[src/rtl/rtc_cal_pkg.sv]
package rtc_cal_pkg;

   typedef enum logic [2:0] {
      F_SEC  = 3'd0,
      F_MIN  = 3'd1,
      F_HOUR = 3'd2,
      F_DATE = 3'd3,
      F_MON  = 3'd4,
      F_DOW  = 3'd5,
      F_YEAR = 3'd6
   } field_e;

   localparam int unsigned NUM_FIELDS = 7;

   function automatic logic [7:0] bcd_to_bin(input logic [7:0] b);
      return 8'(b[7:4]) * 8'd10 + 8'(b[3:0]);
   endfunction

   function automatic logic [7:0] bin_to_bcd(input logic [6:0] v);
      return {4'(v / 7'd10), 4'(v % 7'd10)};
   endfunction

endpackage

[src/rtl/rtc_bcd_wrap.sv]
module rtc_bcd_wrap
   import rtc_cal_pkg::*;
#(
   parameter int unsigned LO = 0,
   parameter int unsigned HI = 59
) (
   input  logic [7:0] cur,
   output logic [7:0] nxt,
   output logic       wrap
);

   if (HI > 99 || LO >= HI) begin : g_bad_range
      $error("rtc_bcd_wrap: range must satisfy LO < HI <= 99");
   end

   logic [7:0] val;

   always_comb begin
      val = bcd_to_bin(cur);
      if (val >= 8'(HI)) begin
         nxt  = bin_to_bcd(7'(LO));
         wrap = 1'b1;
      end else begin
         nxt  = bin_to_bcd(7'(val + 8'd1));
         wrap = 1'b0;
      end
   end

endmodule

[src/rtl/rtc_hour_step.sv]
module rtc_hour_step
   import rtc_cal_pkg::*;
(
   input  logic       mode_12,
   input  logic [5:0] hbits,
   output logic [7:0] hour_nxt,
   output logic       day_carry
);

   logic [7:0] h12;
   logic [7:0] h24;

   always_comb begin
      h12       = bcd_to_bin({3'b000, hbits[4:0]});
      h24       = bcd_to_bin({2'b00, hbits});
      day_carry = 1'b0;
      if (mode_12) begin
         if (h12 >= 8'd12) begin
            hour_nxt = {1'b1, 1'b0, hbits[5], 5'h01};
         end else if (h12 == 8'd11) begin
            hour_nxt  = {1'b1, 1'b0, ~hbits[5], 5'h12};
            day_carry = hbits[5];
         end else begin
            hour_nxt = {1'b1, 1'b0, hbits[5], 5'b0} | bin_to_bcd(7'(h12 + 8'd1));
         end
      end else begin
         if (h24 >= 8'd23) begin
            hour_nxt  = 8'h00;
            day_carry = 1'b1;
         end else begin
            hour_nxt = bin_to_bcd(7'(h24 + 8'd1));
         end
      end
   end

endmodule

[src/rtl/rtc_date_step.sv]
module rtc_date_step
   import rtc_cal_pkg::*;
(
   input  logic [7:0] date_cur,
   input  logic [7:0] mon_cur,
   input  logic [7:0] yr_cur,
   output logic [7:0] date_nxt,
   output logic       mon_carry
);

   logic [7:0] d_bin;
   logic [7:0] m_bin;
   logic [7:0] y_bin;
   logic [7:0] last_day;
   logic       leap;

   always_comb begin
      d_bin = bcd_to_bin(date_cur);
      m_bin = bcd_to_bin(mon_cur);
      y_bin = bcd_to_bin(yr_cur);
      leap  = (y_bin % 8'd4) == 8'd0;
      case (m_bin)
         8'd2:                    last_day = leap ? 8'd29 : 8'd28;
         8'd4, 8'd6, 8'd9, 8'd11: last_day = 8'd30;
         default:                 last_day = 8'd31;
      endcase
      if (d_bin >= last_day) begin
         date_nxt  = 8'h01;
         mon_carry = 1'b1;
      end else begin
         date_nxt  = bin_to_bcd(7'(d_bin + 8'd1));
         mon_carry = 1'b0;
      end
   end

endmodule

[src/rtl/rtc_bcd_calendar.sv]
module rtc_bcd_calendar
   import rtc_cal_pkg::*;
#(
   parameter int unsigned FIELD_W  = 8,
   parameter int unsigned ADDR_W   = 3,
   parameter bit          RD_REG   = 1'b0,
   parameter logic [7:0]  RST_SEC  = 8'h00,
   parameter logic [7:0]  RST_MIN  = 8'h00,
   parameter logic [7:0]  RST_HOUR = 8'h00,
   parameter logic [7:0]  RST_DATE = 8'h01,
   parameter logic [7:0]  RST_MON  = 8'h01,
   parameter logic [7:0]  RST_DOW  = 8'h01,
   parameter logic [7:0]  RST_YEAR = 8'h00
) (
   input  logic               clk,
   input  logic               rst_n,
   input  logic               tick_1hz,
   input  logic               wr_en,
   input  logic [ADDR_W-1:0]  wr_addr,
   input  logic [FIELD_W-1:0] wr_data,
   input  logic [ADDR_W-1:0]  rd_addr,
   output logic [FIELD_W-1:0] rd_data
);

   if (FIELD_W != 8) begin : g_bad_width
      $error("rtc_bcd_calendar: packed BCD fields need FIELD_W == 8");
   end
   if ((1 << ADDR_W) < NUM_FIELDS) begin : g_bad_addr
      $error("rtc_bcd_calendar: ADDR_W too small for all fields");
   end

   // Simple wrapping counters: seconds, minutes, month, weekday, year
   localparam int unsigned NCNT = 5;
   localparam int unsigned CNT_LO [NCNT] = '{0, 0, 1, 1, 0};
   localparam int unsigned CNT_HI [NCNT] = '{59, 59, 12, 7, 99};
   localparam int unsigned C_SEC = 0, C_MIN = 1, C_MON = 2, C_DOW = 3, C_YR = 4;

   logic [FIELD_W-1:0] sec_q, min_q, hour_q, date_q, mon_q, dow_q, yr_q;

   logic [7:0] cnt_in   [NCNT];
   logic [7:0] cnt_nxt  [NCNT];
   logic       cnt_wrap [NCNT];

   assign cnt_in[C_SEC] = {1'b0, sec_q[6:0]};
   assign cnt_in[C_MIN] = min_q;
   assign cnt_in[C_MON] = mon_q;
   assign cnt_in[C_DOW] = dow_q;
   assign cnt_in[C_YR]  = yr_q;

   for (genvar g = 0; g < NCNT; g++) begin : g_cnt
      rtc_bcd_wrap #(
         .LO(CNT_LO[g]),
         .HI(CNT_HI[g])
      ) u_wrap (
         .cur (cnt_in[g]),
         .nxt (cnt_nxt[g]),
         .wrap(cnt_wrap[g])
      );
   end

   logic unused_wraps;
   assign unused_wraps = cnt_wrap[C_DOW] ^ cnt_wrap[C_YR];

   logic [7:0] hour_nxt;
   logic       day_carry;

   rtc_hour_step u_hour (
      .mode_12  (hour_q[7]),
      .hbits    (hour_q[5:0]),
      .hour_nxt (hour_nxt),
      .day_carry(day_carry)
   );

   logic [7:0] date_nxt;
   logic       mon_carry;

   rtc_date_step u_date (
      .date_cur (date_q),
      .mon_cur  (mon_q),
      .yr_cur   (yr_q),
      .date_nxt (date_nxt),
      .mon_carry(mon_carry)
   );

   logic advance;
   assign advance = tick_1hz && !wr_en && !sec_q[7];

   always_ff @(posedge clk) begin
      if (!rst_n) begin
         sec_q  <= RST_SEC;
         min_q  <= RST_MIN;
         hour_q <= RST_HOUR;
         date_q <= RST_DATE;
         mon_q  <= RST_MON;
         dow_q  <= RST_DOW;
         yr_q   <= RST_YEAR;
      end else if (wr_en) begin
         case (wr_addr)
            ADDR_W'(F_SEC):  sec_q  <= wr_data;
            ADDR_W'(F_MIN):  min_q  <= wr_data;
            ADDR_W'(F_HOUR): hour_q <= wr_data;
            ADDR_W'(F_DATE): date_q <= wr_data;
            ADDR_W'(F_MON):  mon_q  <= wr_data;
            ADDR_W'(F_DOW):  dow_q  <= wr_data;
            ADDR_W'(F_YEAR): yr_q   <= wr_data;
            default: ;
         endcase
      end else if (advance) begin
         sec_q <= cnt_nxt[C_SEC];
         if (cnt_wrap[C_SEC]) begin
            min_q <= cnt_nxt[C_MIN];
            if (cnt_wrap[C_MIN]) begin
               hour_q <= hour_nxt;
               if (day_carry) begin
                  dow_q  <= cnt_nxt[C_DOW];
                  date_q <= date_nxt;
                  if (mon_carry) begin
                     mon_q <= cnt_nxt[C_MON];
                     if (cnt_wrap[C_MON]) begin
                        yr_q <= cnt_nxt[C_YR];
                     end
                  end
               end
            end
         end
      end
   end

   logic [FIELD_W-1:0] rd_mux;

   always_comb begin
      case (rd_addr)
         ADDR_W'(F_SEC):  rd_mux = sec_q;
         ADDR_W'(F_MIN):  rd_mux = min_q;
         ADDR_W'(F_HOUR): rd_mux = hour_q;
         ADDR_W'(F_DATE): rd_mux = date_q;
         ADDR_W'(F_MON):  rd_mux = mon_q;
         ADDR_W'(F_DOW):  rd_mux = dow_q;
         ADDR_W'(F_YEAR): rd_mux = yr_q;
         default:         rd_mux = '0;
      endcase
   end

   if (RD_REG) begin : g_rd_reg
      logic [FIELD_W-1:0] rd_q;
      always_ff @(posedge clk) begin
         if (!rst_n) rd_q <= '0;
         else        rd_q <= rd_mux;
      end
      assign rd_data = rd_q;
   end else begin : g_rd_comb
      assign rd_data = rd_mux;
   end

endmodule

[config.mk]
export PLATFORM = sky130hd
export DESIGN_NAME = rtc_bcd_calendar
export DESIGN_NICKNAME = d
export VERILOG_FILES = /design/src/rtl/rtc_cal_pkg.sv /design/src/rtl/rtc_bcd_wrap.sv /design/src/rtl/rtc_hour_step.sv /design/src/rtl/rtc_date_step.sv /design/src/rtl/rtc_bcd_calendar.sv
export SDC_FILE = /design/constraint.sdc
export NUM_CORES = 1
export LEC_CHECK = 0
export BUFFER_PORTS_ARGS = -buffer_cell sky130_fd_sc_hd__buf_2
export CORE_UTILIZATION = 35
export DETAILED_ROUTE_END_ITERATION = 6
export GPL_ROUTABILITY_DRIVEN = 0
export REMOVE_ABC_BUFFERS = 1
export SYNTH_ARGS = -nofsm -noshare
export SYNTH_HDL_FRONTEND = slang
export SYNTH_SLANG_ARGS = --single-unit
[constraint.sdc]
create_clock -name clk -period 5.55 [get_ports clk]
set_input_delay 0.555 -clock clk [delete_from_list [all_inputs] [get_ports clk]]
set_output_delay 0.555 -clock clk [all_outputs]
set_load 0.005 [all_outputs]
==> results.sh <==
export IMPL_antenna_found_initial=0
export IMPL_clk_pin_slew_worst_paths_ns=0.08
export IMPL_synthFlopType="dfxtp_1"
export IMPL_htreeDepth=2
export IMPL_post_route_min_period_ns=5.15
export IMPL_grt_max_degree=60
export IMPL_crit_path_end_kind="register"
export IMPL_fp_dieH_um=166
export IMPL_areaGrowthSynthToFinish_pct=5.85
export IMPL_cts_max_path_buffers=2
export IMPL_finalHoldViolCount=0
export IMPL_nNetsFinal=1364
export IMPL_synth_edff_count=0
export IMPL_yosys_warnings=0
export IMPL_slew_headroom=0.357
export IMPL_cp_max_fo=9
export IMPL_violations="DRC"
export IMPL_synth_top_area_cell="dfxtp_1"
export IMPL_rows=59
export IMPL_synthMuxAreaShare=0.0696
export IMPL_drtAntennaViolNets=0
export IMPL_dr_pass1_iters=7
export IMPL_synth_top_family_by_area="compound AO/OA/AOI/OAI gates"
export IMPL_finalWorstSetupSlack_ns=0.405
export IMPL_dieArea_mm2=0.0274
export IMPL_dpl_worst_slack_ns=0.437
export IMPL_grt_pass1_vias=8621
export IMPL_async_flop_share=0
export IMPL_cp_startpoint="dow_q[7]$_SDFFE_PN0P_"
export IMPL_p_leak_uw=0.00400
export IMPL_yosysTopAreaCellShare=0.120
export IMPL_netlist_area_mm2=0.00936
export IMPL_core_area_mm2=0.0261
export IMPL_ys_seq_area_frac=0.120
export IMPL_grtUsageTotal=0.196
export IMPL_post_cts_resized=0
export IMPL_initial_core_util=0.358
export IMPL_drc=4
export IMPL_setup_tns_ns=0
export IMPL_synthSimpleGateAreaFrac=0.234
export IMPL_worst_setup_path_type="reg -> reg"
export IMPL_grt_pass1_wl_mm=44.0
export IMPL_drive_gt1_frac=0.0767
export IMPL_synth_area_leaders="dfxtp_1 (12%), ha_1 (11%), nand2_1 (5.3%), a21oi_1 (4.9%), o21ai_0 (4.9%)"
export IMPL_synth_seq_cells=56
export IMPL_port_buffer_count=25
export IMPL_outcome="finished with violations"
export IMPL_synth_compound_area_frac=0.324
export IMPL_max_cap_violations=0
export IMPL_min_path_type="in -> reg"
export IMPL_yosysUniqueCellTypes=87
export IMPL_cts_root_buf="clkbuf_16"
export IMPL_synth_most_common_cell="nand2_1"
export IMPL_hpwl_mm=20.9
export IMPL_fmax_ghz=0.194
export IMPL_crit_arrival_ns=5.35
export IMPL_postPlaceCellArea_mm2=0.00976
export IMPL_numCtsBuffers=5
export IMPL_peakVddDrop_uv=110
export IMPL_overflow=0
export IMPL_synth_cells=1269
export IMPL_required_ns=5.75
export IMPL_min_from="wr_data[3]"
export IMPL_vias=9677
export IMPL_cts_hold_buf=0
export IMPL_n_antenna_cell=0
export IMPL_fin_total_pwr_uw=1470
export IMPL_drt_total_wl_mm=27.0
export IMPL_drtIter0Drc=910
export IMPL_synthXorXnorAreaFrac=0.0758
export IMPL_fin_area_mm2=0.00991
export IMPL_synth_commonest_cells="nand2_1 (132), a21oi_1 (92), o21ai_0 (92)"
export IMPL_floorplan_io_pins=26
export IMPL_r2r_start="dow_q[7]$_SDFFE_PN0P_"
export IMPL_p_per_area_mw_per_mm2=149
export IMPL_avgSynthCellArea_um2=7.38
export IMPL_die_width_um=166
export IMPL_cts_setup_buffers=0
export IMPL_critPathLaunchType="register"
export IMPL_setup_violations=0
export IMPL_report_final_slew_viol_count=0
export IMPL_synthAdderAreaFrac=0.137
export IMPL_fin_skew_ns=0.00945
export IMPL_insertion_delay_ns=0.30
export IMPL_vias_per_cell=6.10
export IMPL_clkSinkCount=56
export IMPL_rsz0062_at_grt="false"
export IMPL_cts_tree="built"
export IMPL_timing_final_crit_share=0.927
export IMPL_tightestPinTransition_ns=0.964
export IMPL_final_util=0.379
export IMPL_routedWlPerCell_um=17.0
-- routing by layer --
layer / track usage / up-vias / share of wire
li1: - / 4820 / -
met1: 0.286 / 4536 / 0.49
met2: 0.316 / 306 / 0.45
met3: 0.0185 / 15 / 0.056
met4: 0.0231 / 0 / 0.0053
met5: 0 / - / 0
-- per-stage QoR --
stage | instances | hold WS [ns]
6_report | 1587 | 0.536
5_1_grt | 1587 | 0.555
4_1_cts | 1587 | 0.537
3_5_place_dp | 1579 | 0.532
3_3_place_gp | 1579 | 0.521
2_1_floorplan | 1205 | 0.477
-- flip-flops by register name (all words and copies together), names as in the netlist --
register and cells:
date_q 8, dow_q 8, hour_q 8, min_q 8, mon_q 8, sec_q 8
yr_q 8
-- worst paths after layout --
kind | endpoint | slack [ns] | cells after the start
worst min register to register | hour_q[6]$_SDFFE_PN0P_ | 0.56 | 2
worst max-delay path | dow_q[1]$_SDFFE_PN0P_ | 0.40 | 19
worst max register to register | dow_q[1]$_SDFFE_PN0P_ | 0.40 | 19
worst min-delay path | date_q[3]$_SDFFE_PN0P_ | 0.54 | 3
-- cells by family after synthesis --
| kind of cell | count (synthesis) |
|---|---|
| simple gates | 443 |
| compound gates | 446 |
| flops | 56 |
| mux | 53 |
| fa+ha+maj | 95 |
| xor+xnor | 77 |
| buf+inv | 99 |
-- cell type report --
cell class                 instances  area [um2]
inverter                          35         131
sequential                        56        1120
timing repair buffer              39         230
clock inverter                     3        27.5
tap                              335         419
clock buffer                       5         125
fill                            2765       16200
multi-input combinational       1114        7860
-- critical path: stages (launching register included) --
cell and delay (ns):
dfxtp_1 0.51, ha_1 0.30, ha_1 0.22, fa_1 0.48
xor2_2 0.26, xnor2_1 0.62, o221a_1 0.29, a211oi_1 0.07
nor3_2 0.45, nor2b_1 0.09, nor2_1 0.10, nor2_1 0.05
nor2_1 0.11, ha_1 0.21, inv_1 0.07, or3_1 0.36
a31o_1 0.26, and3_1 0.19, o21a_1 0.16, o221a_1 0.21
-- cell usage in the layout (no fill, tap or decap), types with 9 or more instances in the layout --
cell	count
ha_1	83
and2_1	17
nand4_1	18
o211ai_1	27
or2_2	9
a21o_1	12
buf_2	25
a211o_1	11
nor3_1	35
mux2i_1	28
nand2_1	132
dfxtp_1	56
or3_1	13
o21a_1	14
o21ai_0	92
nor2b_1	17
nand2b_1	16
mux2_2	16
nor2_1	79
o31ai_1	9
o211a_1	10
nand3_1	53
a21oi_1	92
a211oi_1	17
and3_1	19
xor2_1	25
a31oi_1	32
xnor2_1	49
fa_1	12
o221ai_1	10
buf_4	14
inv_1	35
-- where the power goes --
group / total (uW) / internal (uW) / switching (uW)
sequential: 450 / 419 / 30.9
combinational: 686 / 273 / 413
clock: 337 / 172 / 165
Power figures use the tool's default switching activity.
